$ cat config.mk
export PLATFORM = sky130hd
export DESIGN_NAME = pcmp_unit
export DESIGN_NICKNAME = d
export VERILOG_FILES = /design/src/rtl/pcmp_pkg.sv /design/src/rtl/pcmp_classify.sv /design/src/rtl/pcmp_lane.sv /design/src/rtl/pcmp_flag_test.sv /design/src/rtl/pcmp_unit.sv
export SDC_FILE = /design/constraint.sdc
export NUM_CORES = 1
export LEC_CHECK = 0
export BUFFER_PORTS_ARGS = -buffer_cell sky130_fd_sc_hd__buf_4
export CAP_MARGIN = 5
export CELL_PAD_IN_SITES_DETAIL_PLACEMENT = 2
export CELL_PAD_IN_SITES_GLOBAL_PLACEMENT = 2
export CORE_AREA = 2 2 255 257
export DETAILED_ROUTE_END_ITERATION = 16
export DIE_AREA = 0 0 257 259
export PLACE_DENSITY_LB_ADDON = 0.15
export SLEW_MARGIN = 20
export SYNTH_ARGS = -nofsm -noshare
export SYNTH_HDL_FRONTEND = slang
export SYNTH_SLANG_ARGS = --single-unit
$ cat constraint.sdc
create_clock -name vclk -period 5.8
set_input_delay 0.58 -clock vclk [all_inputs]
set_output_delay 0.58 -clock vclk [all_outputs]
set_load 0.02 [all_outputs]
$ cat src/rtl/pcmp_pkg.sv
package pcmp_pkg;

  typedef enum logic [2:0] {
    PRED_EQ_ORD    = 3'd0,
    PRED_NEQ_UNORD = 3'd1,
    PRED_ORD       = 3'd2,
    PRED_UNORD     = 3'd3,
    PRED_BITEQ     = 3'd4
  } pred_e;

  typedef struct packed {
    logic is_nan;
    logic is_zero;
  } fclass_t;

endpackage

$ cat src/rtl/pcmp_classify.sv
module pcmp_classify #(
  parameter int LANE_W = 32,
  parameter int EXP_W  = 8
) (
  input  logic [LANE_W-1:0]  val,
  output pcmp_pkg::fclass_t  cls
);
  localparam int MAN_W = LANE_W - 1 - EXP_W;

  logic [EXP_W-1:0] exp_f;
  logic [MAN_W-1:0] man_f;

  assign exp_f = val[LANE_W-2 -: EXP_W];
  assign man_f = val[MAN_W-1:0];

  always_comb begin
    cls.is_nan  = (&exp_f) && (|man_f);
    cls.is_zero = ~|val[LANE_W-2:0];
  end
endmodule

$ cat src/rtl/pcmp_lane.sv
module pcmp_lane #(
  parameter int LANE_W = 32,
  parameter int EXP_W  = 8
) (
  input  logic [LANE_W-1:0] a_lane,
  input  logic [LANE_W-1:0] b_lane,
  input  logic [2:0]        sel,
  output logic [LANE_W-1:0] res
);
  import pcmp_pkg::*;

  fclass_t a_cls, b_cls;
  logic    any_nan, same_bits, both_zero, eq_ord, hit;

  pcmp_classify #(.LANE_W(LANE_W), .EXP_W(EXP_W)) u_cls_a (.val(a_lane), .cls(a_cls));
  pcmp_classify #(.LANE_W(LANE_W), .EXP_W(EXP_W)) u_cls_b (.val(b_lane), .cls(b_cls));

  always_comb begin
    any_nan   = a_cls.is_nan | b_cls.is_nan;
    same_bits = (a_lane == b_lane);
    both_zero = a_cls.is_zero & b_cls.is_zero;
    eq_ord    = !any_nan && (same_bits || both_zero);
    case (pred_e'(sel))
      PRED_EQ_ORD:    hit = eq_ord;
      PRED_NEQ_UNORD: hit = !eq_ord;
      PRED_ORD:       hit = !any_nan;
      PRED_UNORD:     hit = any_nan;
      PRED_BITEQ:     hit = same_bits;
      default:        hit = 1'b0;
    endcase
    res = {LANE_W{hit}};
  end
endmodule

$ cat src/rtl/pcmp_flag_test.sv
module pcmp_flag_test #(
  parameter int VEC_W = 128
) (
  input  logic [VEC_W-1:0] mx,
  input  logic [VEC_W-1:0] my,
  output logic             zf,
  output logic             cf
);
  logic [VEC_W-1:0] both_set, y_not_x;

  always_comb begin
    both_set = mx & my;
    y_not_x  = ~mx & my;
    zf       = ~|both_set;
    cf       = ~|y_not_x;
  end
endmodule

$ cat src/rtl/pcmp_unit.sv
module pcmp_unit #(
  parameter int LANES  = 4,
  parameter int LANE_W = 32,
  parameter int EXP_W  = 8,
  localparam int VEC_W = LANES * LANE_W
) (
  input  logic [VEC_W-1:0] a_vec,
  input  logic [VEC_W-1:0] b_vec,
  input  logic [2:0]       pred_sel,
  input  logic [VEC_W-1:0] tst_x,
  input  logic [VEC_W-1:0] tst_y,
  output logic [VEC_W-1:0] lane_mask,
  output logic [LANES-1:0] lane_bits,
  output logic             zf,
  output logic             cf
);

  for (genvar g = 0; g < LANES; g++) begin : g_lane
    pcmp_lane #(.LANE_W(LANE_W), .EXP_W(EXP_W)) u_lane (
      .a_lane (a_vec[g*LANE_W +: LANE_W]),
      .b_lane (b_vec[g*LANE_W +: LANE_W]),
      .sel    (pred_sel),
      .res    (lane_mask[g*LANE_W +: LANE_W])
    );
    assign lane_bits[g] = lane_mask[g*LANE_W + LANE_W - 1];
  end

  pcmp_flag_test #(.VEC_W(VEC_W)) u_flags (
    .mx (tst_x),
    .my (tst_y),
    .zf (zf),
    .cf (cf)
  );
endmodule

* Word-level counts from Yosys, hierarchy flattened
Cells that the tools add are included.
** Operators by class
- Equality and inequality tests :: 8
- Mux-type cells :: 4
- Bitwise gates (word level) :: 11
- Reduce and logical (&&, ||, !) cells :: 61
** Operator list (count)
- AND 128 bit :: 2
- OR reduction 128 bit :: 2
- OR reduction 31 bit :: 8
- OR reduction 23 bit :: 8
- == test 32 bit :: 4
- NOT 128 bit :: 1
- AND reduction 8 bit :: 8
- case mux 1 bit (5 select lines) :: 4
- zero test 1 bit :: 18
- logical AND 1 bit :: 12
- == test 3 x 2 -> 1 bit, second input constant :: 2
- AND 1 bit :: 4
- logical OR 1 bit :: 4
- OR 1 bit :: 4
- == test 3 x 1 -> 1 bit, second input constant :: 1
- == test 3 bit, second input constant :: 1
- zero test 3 bit :: 1
** Storage, ports and cells
- Register bits after elaboration :: 0
- Input bits :: 515
- Output and inout port bits :: 134

* Logic depth before layout (Yosys ltp)
Gate-level depths: netlist of run 1.
- Word-level depth :: 7
- Mapped depth :: 7
- Gate-level depth less buffers :: 6

* Modules after synthesis
Synthesis of run 1 repeated with hierarchy kept, for this count alone.
** Second synthesis, totals
- Cells, all modules :: 758
- Area, all modules :: 5268.8 um2
** Modules (own cells, without submodules)
- pcmp_lane :: times used 4, cells an instance 87, area each 675.6 um2
- pcmp_flag_test :: times used 1, cells an instance 278, area each 1715.4 um2
- pcmp_classify :: times used 8, cells an instance 16, area each 102.6 um2
- pcmp_unit :: times used 1, cells an instance 4, area each 30.0 um2

* Least setup slack after synthesis of run 1
Ideal clock, no wire load.
- Path type :: input port to output port
- Start point :: input b_vec[81]
- End point :: output lane_bits[2]
- Data arrival time :: 2.493 ns
- Required time :: 5.220 ns
- Path slack :: 2.727 ns
- Stages :: 7
- Cell sequence :: nor4_1 > nand4_1 > nor2_2 > o32ai_1 > a2111oi_0 > a221o_1 > buf_4
** Between the ends
- Longest elaborated chain between the ends :: 7
- Elaborated cells on any way between the ends :: 12
** RTL lines
- from (decl) :: RTL line pcmp_unit.sv:8 : input logic [VEC_W-1:0] b_vec,
- OR reduction 31 bit or OR reduction 23 bit (tied branches) :: RTL line pcmp_classify.sv:18, pcmp_classify.sv:17
- zero test 1 bit or logical AND 1 bit (tied branches) :: RTL line pcmp_classify.sv:18, pcmp_classify.sv:17
- AND 1 bit or OR 1 bit (tied branches) :: RTL line pcmp_lane.sv:21, pcmp_lane.sv:19
- logical OR 1 bit or zero test 1 bit (tied branches) :: RTL line pcmp_lane.sv:22, pcmp_lane.sv:26
- logical AND 1 bit :: RTL line pcmp_lane.sv:22 : eq_ord = !any_nan && (same_bits || both_zero);
- zero test 1 bit :: RTL line pcmp_lane.sv:25 : PRED_NEQ_UNORD: hit = !eq_ord;
- case mux 1 bit (5 select lines) * :: RTL line pcmp_lane.sv:23 : case (pred_e'(sel))
- to (decl) :: RTL line pcmp_unit.sv:13 : output logic [LANES-1:0] lane_bits,
Mark *: on every way between the ends. The rest lies on a longest branch, timed or not.

* Final worst setup path of run 1
- Start point :: input b_vec[22]
- End point :: output lane_mask[3]
** Between the ends
- Longest elaborated chain between the ends :: 7
- Elaborated cells on any way between the ends :: 12
** RTL lines
- OR reduction 31 bit or OR reduction 23 bit (tied branches) :: RTL line pcmp_classify.sv:18, pcmp_classify.sv:17
- zero test 1 bit or logical AND 1 bit (tied branches) :: RTL line pcmp_classify.sv:18, pcmp_classify.sv:17
- AND 1 bit or OR 1 bit (tied branches) :: RTL line pcmp_lane.sv:21, pcmp_lane.sv:19
- logical OR 1 bit or zero test 1 bit (tied branches) :: RTL line pcmp_lane.sv:22, pcmp_lane.sv:26
- logical AND 1 bit :: RTL line pcmp_lane.sv:22
- zero test 1 bit :: RTL line pcmp_lane.sv:25
- case mux 1 bit (5 select lines) * :: RTL line pcmp_lane.sv:23
- to (decl) :: RTL line pcmp_unit.sv:12 : output logic [VEC_W-1:0] lane_mask,
Marked as above.

==> results of run 1 <==
[logic make-up (layout without fill, tap and decap cells)]
group	after synthesis	count (layout)	synth area share, %
and+or+nand+nor	192	192	24.4
other	0	1	0
AOI/OAI and AO/OA	148	148	23.3
buffers and inverters	261	781	29.7
xor gates and xnor gates	128	128	22.6
[layer usage]
metal	GRT usage, %	vias to the layer above
met2	28.7	406
met4	2.15	2
met5	0	-
li1	-	3632
met1	12.4	3567
met3	4.93	26
[critical path: stages]
cell and delay [ps]:
sky130_fd_sc_hd__buf_4 120, sky130_fd_sc_hd__xnor2_1 390, sky130_fd_sc_hd__nand4_1 220, sky130_fd_sc_hd__nor4_1 300, sky130_fd_sc_hd__nand2_1 160, sky130_fd_sc_hd__a2111oi_0 400
sky130_fd_sc_hd__a221o_1 170, sky130_fd_sc_hd__buf_4 340, sky130_fd_sc_hd__buf_4 220
[layout make-up]
cell class,instances,area [sq um],area share [%]
timing repair buffer,652,4890,49.2
multi-input combinational,468,3490,35.1
tap,855,1070,10.8
inverter,129,484,4.87
antenna,1,2.50,0.0252
[Yosys cell counts (all sizes together), types with 2 or more instances]
cell / number / area share (%)
a21o: 4 / 0.66
or2: 4 / 0.50
and4: 4 / 0.71
inv: 129 / 9.8
o32ai: 4 / 0.71
buf: 132 / 20
o22ai: 42 / 5.3
a221oi: 44 / 7.8
a2111oi: 4 / 0.71
nor4: 72 / 10
nand3: 5 / 0.50
a22oi: 20 / 3.0
a22o: 22 / 3.9
a31oi: 4 / 0.50
nand2: 12 / 0.91
xnor2: 128 / 23
nor2: 13 / 1.4
and3: 2 / 0.25
nor3: 9 / 0.91
nand4: 69 / 8.7
a221o: 4 / 0.81
[stage by stage]
| step | instances | hold slack [ps] |
|---|---|---|
| finish | 2105 | 1620 |
| global route | 2104 | 1660 |
| CTS | 2104 | 1630 |
| detailed placement | 2104 | 1620 |
| global placement | 2104 | 1610 |
| floorplan | 729 | 1360 |
[power by group through the flow]
stage                     clock network [mW]  logic (mW)  registers [mW]
after detailed placement                   0       0.852               0
after global placement                     0       0.849               0
final                           0.0000000231       0.830               0
after global routing                       0       0.893               0
after CTS                                  0       0.855               0
after floorplan                            0       0.360               0
[worst max-delay path by stage]
stage                         end  startpoint  slack, ps  cells past startpoint
finish               lane_mask[3]   b_vec[22]       2250                      9
global route        lane_mask[24]   b_vec[22]       1930                      9
CTS                 lane_mask[74]   b_vec[81]       1850                      8
detailed placement  lane_mask[74]   b_vec[81]       1860                      8
global placement    lane_mask[69]   b_vec[81]       1980                      8
floorplan            lane_bits[2]   b_vec[81]       2730                      7
==> results summary, run 1 <==
The endpoint arrival time on the critical path came out at ~3000 ps. The area growth from synthesis to final layout came out at 100%. The post-placement setup slack came out at roughly 1900 ps. The via count of the first global-routing pass came out at just under 9k.

The overall die width came out at roughly 260 um. The synthesized netlist cell count is about 730. The net count reported at finish is around 1.8k. The sequential fraction of design power came out at 0%. In this run the vertical extent of the chip is around 260 um. The met3 wire length is approximately 4600 um. The switching power total is between 400 and 500 uW. The proportion of power drawn by the clock network came out at 0%. The library cell used most frequently in the layout, excluding fill and tap cells, is sky130_fd_sc_hd__buf_4. The net count after synthesis is around 1.2k. The pin count of the biggest net entering global routing is 34. For this block, the via count after detailed routing is approximately 7.6k. The synthesized netlist occupies a cell area of around 5000 sq um. The worst setup path is launched from a primary input.

The combinational fraction of design power came out at 100.0%. The synthesis warning total came out at 0. After detailed routing, the total wire length is between 40,000 and 50,000 um. The flow ran to the end, and the final reports show no timing, DRC or antenna violations.

In this run the most critical hold path is launched from tst_y[20]. The max-cap violation count is 0. Setup repair after global routing left no endpoint under its margin. The storage element area came out at 0 sq um.

The worst vdd rail ir drop came out at 24.7 uV. The final critical path takes up around three fifths of the cycle. The wire length on met2 is 27,400 um. In this run switching power makes up between 40% and 50% of total power. Dividing the detail-routed via count by the number of cells gives 3.63. The detailed router finished its first iteration with roughly 240 violations. The portion of the post-synthesis area used by sequential elements is 0%.

The first-pass GRT wire length came out at ~65,000 um. The power density over the cells is roughly 83 nW/um^2. Averaged over all synthesized cells, the footprint is 6.81 sq um. The transition time at the pin with the least slew margin came out at 939 ps. Leaving out fill and tap cells, the most frequent cells in the layout are sky130_fd_sc_hd__buf_4, sky130_fd_sc_hd__inv_1, sky130_fd_sc_hd__xnor2_1, sky130_fd_sc_hd__nand4_1, sky130_fd_sc_hd__nor4_1. The max-slew violation count is 0.

The count of nets left with antenna violations once routing finished came out at 0. The sequential cell count of the final layout is 0. Cells with a size suffix above 1 make up 54.1% of the layout. The number of hold-repair buffers added at the cts stage is 0.

The netlist uses 26 different library cells. The maximum fanout along the worst path came out at 33. The instance count along the most critical hold path is 5. At the worst endpoint, the required time is roughly 5200 ps. The initial antenna violation count came out at 1.

The total congestion overflow came out at 0. The first-pass iteration count of the detailed router is 4. The critical path is of the primary input to output port type. The static leakage power is roughly 4.6 nW.

The total design power came out at a little over 800 uW. Clock buffers in the final layout number 0. The average routed wire per standard cell is ~23 um.

The wire length the detailed router placed on met1 came out at 15,800 um. Setup violations remaining at the end of the flow were counted as 0. The worst pin sits at a relative slew slack of 37.4%. The post-route core utilization came out at between 15 and 20%.

Based on the critical path, the design can be clocked at up to approximately 280 MHz. The overall die area came out at ~67,000 sq um. After filler insertion, the fill cell instance count of the layout stands at 7,653. The count of standard-cell rows is 93.

The number of buffers added on ports is between 600 and 700. The number of top-level design ports is roughly 650. The endpoint of the worst hold-timing path is cf. The number of hold violations in the final report is 0.

In the routed design, unresolved DRC markers number 0. After clock tree synthesis, the setup repair step added 0 buffers. The summed negative setup slack over all endpoints came out at 0 ps. The area of the core region is approximately 64,000 sq um. Once the floorplan was initialized, standard cells occupied 7.77% of the core. The post-detailed-placement half-perimeter wirelength is ~47,000 um.

In this run the worst hold path is classified as primary input to output port. The final critical delay including setup and external delays came out at 3550 ps. The cell-internal power came out at approximately 420 uW.

The final worst-path setup slack came out at roughly 2300 ps. The final RePlAce weighted congestion came out at 0.856. The global-route usage over all layers is between 10% and 20%. The worst setup path is captured at an output port. The standard cell area after detailed placement came out at 9940 sq um. In this run the top signal layer used is met5.

With fillers left out, the area of the finished cells amounts to 9940 sq um. In this run, post-CTS repair resized a total of 0 instances.
No activity file was read; power rests on OpenSTA's default activity.
==> inputs of run 2 (changes only) <==
--- a/config.mk
+++ b/config.mk
@@ -5,13 +5,14 @@
 export SDC_FILE = /design/constraint.sdc
 export NUM_CORES = 1
 export LEC_CHECK = 0
+export ABC_AREA = 1
 export BUFFER_PORTS_ARGS = -buffer_cell sky130_fd_sc_hd__buf_4
 export CAP_MARGIN = 5
 export CELL_PAD_IN_SITES_DETAIL_PLACEMENT = 2
 export CELL_PAD_IN_SITES_GLOBAL_PLACEMENT = 2
-export CORE_AREA = 2 2 255 257
+export CORE_AREA = 2 2 256 258
 export DETAILED_ROUTE_END_ITERATION = 16
-export DIE_AREA = 0 0 257 259
+export DIE_AREA = 0 0 258 260
 export PLACE_DENSITY_LB_ADDON = 0.15
 export SLEW_MARGIN = 20
 export SYNTH_ARGS = -nofsm -noshare
==> constraint.sdc (replaced) <==
create_clock -name vclk -period 3.4
set_input_delay 0.34 -clock vclk [all_inputs]
set_output_delay 0.34 -clock vclk [all_outputs]
set_load 0.02 [all_outputs]
==> run 2 against run 1 <==
Net effect: first-iteration DRC count shrank 14%; sequential share of layout area is the same; core utilization grew 2.2 points; critical path depth grew 3; setup slack lost 1300 ps; die area grew 0.78%; via count grew 25%; synthesized cell count grew 75%; sequential cell count is the same; final cell count grew 26%; clock-buffer cell count is the same; critical path type unchanged; largest cell class unchanged.
==> results summary, run 2 <==
Result of the run: finished clean (unchanged). The summed negative setup slack over all endpoints is 0 ps (unchanged). The highest metal layer with signal wires was met4 (was met5). The synthesis warning total is 0 (unchanged). The total congestion overflow came out at 0 (unchanged).

The average routed wire per standard cell came out at 17.6 um (was 23.2 um). The portion of the clock cycle consumed by the worst path in the final layout is between 70 and 80%. The class of the most critical hold timing path is primary input to output port (unchanged).

The die height was 260 um (was 259 um). The via count normalized by instance count is 3.60 (was 3.63). The count of instances resized after the clock tree is built was 0 (unchanged). The count of standard-cell rows came out at 93 (unchanged).

The number of buffers added on ports was 649 (unchanged). The instance count along the most critical hold path is 7 (was 5). The first-pass GRT wire length is 66,100 um (was 65,200 um).

The pin count of the biggest net entering global routing is 34 (unchanged). The endpoint of the worst hold-timing path is zf (was cf). The buffers plus inverters on the worst setup path came out at 3 (unchanged). The initial standard-cell utilization of the core is 9.86% (was 7.77%). The net count after synthesis came out at 1,788 (was 1,244). The largest stage delay on the critical path is 370 ps (was 400 ps).

The synthesized netlist cell count is 1,273 (was 729). The top cell family by delay on the critical path was simple AND/OR/NAND/NOR gates (was buffers and inverters). Commonest cells after routing, fill and taps aside: sky130_fd_sc_hd__buf_4, sky130_fd_sc_hd__nand2_1, sky130_fd_sc_hd__inv_1, sky130_fd_sc_hd__nor2_1, sky130_fd_sc_hd__xnor2_1 (was sky130_fd_sc_hd__buf_4, sky130_fd_sc_hd__inv_1, sky130_fd_sc_hd__xnor2_1, sky130_fd_sc_hd__nand4_1, sky130_fd_sc_hd__nor4_1). The start point of the worst min-delay path is tst_y[79] (was tst_y[20]).

The starting DRC count in detailed routing is 203 (was 236). The number of hold-repair buffers added at the cts stage is 0 (unchanged). The area growth from synthesis to final layout is 79.7% (was 100%).

Cells along the critical path: buf_4 -> xnor2_1 -> nand2_1 -> nor2_1 -> nand2_1 -> nor2_1 -> nand2_1 -> nand2_1 -> nand3_1 -> nand3_2 -> buf_4 -> buf_4 (was buf_4 -> xnor2_1 -> nand4_1 -> nor4_1 -> nand2_1 -> a2111oi_0 -> a221o_1 -> buf_4 -> buf_4). The number of design rule violations left after detail routing came out at 0 (unchanged). The wire length on met2 is 25,300 um (was 27,400 um). The most repeated cell in the gate-level netlist after synthesis is sky130_fd_sc_hd__nand2_1 (was sky130_fd_sc_hd__buf_4). The largest area contributor in the netlist was sky130_fd_sc_hd__nand2_1 (was sky130_fd_sc_hd__xnor2_1). The post-route cell area came out at 11,400 sq um (was 9940 sq um). The class of the most critical setup path is primary input to output port (unchanged). The post-detailed-placement half-perimeter wirelength came out at 44,500 um (was 46,700 um).

The global-route usage over all layers came out at 12.9% (was 13.7%). The overall die area came out at 67,100 sq um (was 66,600 sq um). The maximum fanout along the worst path is 33 (unchanged). The via count came out at 9,579 (was 7,633). Synth area leaders: sky130_fd_sc_hd__nand2_1, sky130_fd_sc_hd__buf_4, sky130_fd_sc_hd__inv_1 (was sky130_fd_sc_hd__xnor2_1, sky130_fd_sc_hd__buf_4, sky130_fd_sc_hd__inv_1). The net count reported at finish came out at 2,315 (was 1,766). The number of setup buffers added after CTS came to 0 (unchanged).

The met3 wire length is 2100 um (was 4610 um). The area of the core region came to 64,100 sq um (was 63,900 sq um). The initial antenna violation count came out at 7 (was 1). The layout cell share with drive strength beyond 1 is 37.6% (was 54.1%).

The power density over the cells came out at 125 nW/um^2 (was 83.5 nW/um^2). The area of the multi-input gates is 4490 sq um (was 3490 sq um). The final critical delay including setup and external delays is ~2500 ps.

The storage element area came out at 0 sq um (unchanged). The most used cell along the critical path is sky130_fd_sc_hd__nand2_1 (was sky130_fd_sc_hd__buf_4). The remaining antenna violation count after routing came to 0 (unchanged). The most frequent standard cell in the layout excluding fill and tap cells was sky130_fd_sc_hd__buf_4 (unchanged).

The portion of the post-synthesis area used by sequential elements came out at 0% (unchanged). The worst vdd rail ir drop came out at 34.4 uV (was 24.7 uV). The endpoint arrival time on the critical path is 2150 ps (was 2970 ps). The critical path data required time is 3060 ps (was 5220 ps). The max-cap violation count was 0 (unchanged). For this run, the top clock speed supported by timing is 402 MHz. Synth top cells by count: sky130_fd_sc_hd__nand2_1, sky130_fd_sc_hd__inv_1, sky130_fd_sc_hd__nor2_1 (was sky130_fd_sc_hd__buf_4, sky130_fd_sc_hd__inv_1, sky130_fd_sc_hd__xnor2_1). The via count of the first global-routing pass was 10.6k (was 8,844).

The final RePlAce weighted congestion came out at 0.828 (was 0.856). The mean cell area of the mapped netlist is 4.97 sq um (was 6.81 sq um). The static leakage power came out at 6.04 nW (was 4.58 nW). The standard cell area after detailed placement is 11,300 sq um (was 9940 sq um).

The portion of synthesized cell area occupied by the leading cell type came to 22.1% (was 22.6%). The number of top-level design ports is 649 (unchanged). The sequential cell count of the final layout is 0 (unchanged).

The layout filler cell count is 7,893 (was 7,653). Unrepaired setup endpoints after global routing: false (unchanged). The first-pass iteration count of the detailed router came to 4 (unchanged). The number of hold violations in the final report is 0 (unchanged). The element type at the critical path start is a primary input (unchanged).

The overall die width is 258 um (was 257 um). The number of distinct library cells after synthesis was 20 (was 26). The cell with the largest stage delay on the worst path is sky130_fd_sc_hd__buf_4 (was sky130_fd_sc_hd__a2111oi_0). The final number of setup-violating endpoints came out at 0 (unchanged).

The wire length the detailed router placed on met1 came out at 19,000 um (was 15,800 um). The worst max-slew margin expressed relative to the limit was 71.7% (was 37.4%). The synthesized cell area is 6320 sq um (was 4960 sq um). The wire length reported by the detailed router came to 46,900 um (was 48,800 um).

The transition time at the pin with the least slew margin came out at 421 ps (was 939 ps). The clock buffer count came to 0 (unchanged). The max-slew violation count is 0 (unchanged). The type of destination of the critical path is an output port (unchanged).
==> run 2: cell count changes in the layout (fill, tap and decap cells not counted), moves of 38 or more <==
| cell | previous run | this run |
|---|---|---|
| sky130_fd_sc_hd__inv_1 | 129 | 226 |
| sky130_fd_sc_hd__nand2_1 | 12 | 373 |
| sky130_fd_sc_hd__nand3_1 | 5 | 43 |
| sky130_fd_sc_hd__nor2_1 | 5 | 222 |
| sky130_fd_sc_hd__nor4_1 | 63 | 1 |
==> run 2: worst max path at each step <==
stage | start | end | slack (ps) | cells past startpoint
after floorplan | b_vec[14] | lane_bits[0] | 1110 | 11
after global placement | b_vec[73] | lane_mask[80] | 810 | 12
after detailed placement | b_vec[74] | lane_mask[70] | 770 | 12
after CTS | b_vec[74] | lane_mask[70] | 770 | 12
after global routing | a_vec[64] | lane_mask[80] | 630 | 12
final | b_vec[74] | lane_mask[80] | 910 | 12
==> run 2: logic make-up after synthesis <==
| logic type | after synthesis | synth area share, % |
|---|---|---|
| buffers and inverters | 358 | 29.1 |
| xor gates and xnor gates | 92 | 12.7 |
| AOI/OAI and AO/OA | 97 | 11.0 |
| and+or+nand+nor | 726 | 47.2 |
==> run 2: area by class of cell <==
type / count / area share (%)
antenna: 8 / 0.176
inverter: 226 / 7.47
multi-input combinational: 915 / 39.5
tap: 855 / 9.42
timing repair buffer: 657 / 43.4
==> run 2: stage by stage <==
step | cells | hold slack (ps) | utilization [%] | setup WS [ps] | power, mW
2_1_floorplan | 1273 | 936 | - | 1110 | 0.696
3_3_place_gp | 2653 | 1200 | 17.7 | 808 | 1.42
3_5_place_dp | 2653 | 1210 | 17.7 | 769 | 1.45
4_1_cts | 2653 | 1210 | 17.7 | 768 | 1.45
5_1_grt | 2660 | 1270 | 17.7 | 631 | 1.58
6_report | 2661 | 1200 | 17.7 | 913 | 1.42
==> run 2: per-layer routing <==
layer	vias to the layer above	track usage, %
met3	22	1.84
met1	4410	14.9
met5	-	0
met2	277	25.1
met4	0	2.38
li1	4870	-
==> run 2: power breakdown <==
group | switching (mW) | leakage [nW] | internal [mW]
combinational | 0.684 | 6.04 | 0.738
sequential | 0 | 0 | 0
clock | 0 | 0.0000507 | 0.000000317
==> run 2: tightest hold or removal path: stages <==
cell and delay (ps):
sky130_fd_sc_hd__buf_4 80, sky130_fd_sc_hd__a221oi_1 70, sky130_fd_sc_hd__nand4_1 70, sky130_fd_sc_hd__nor2_1 50
sky130_fd_sc_hd__nand2_1 50, sky130_fd_sc_hd__nor2_1 40, sky130_fd_sc_hd__buf_4 150
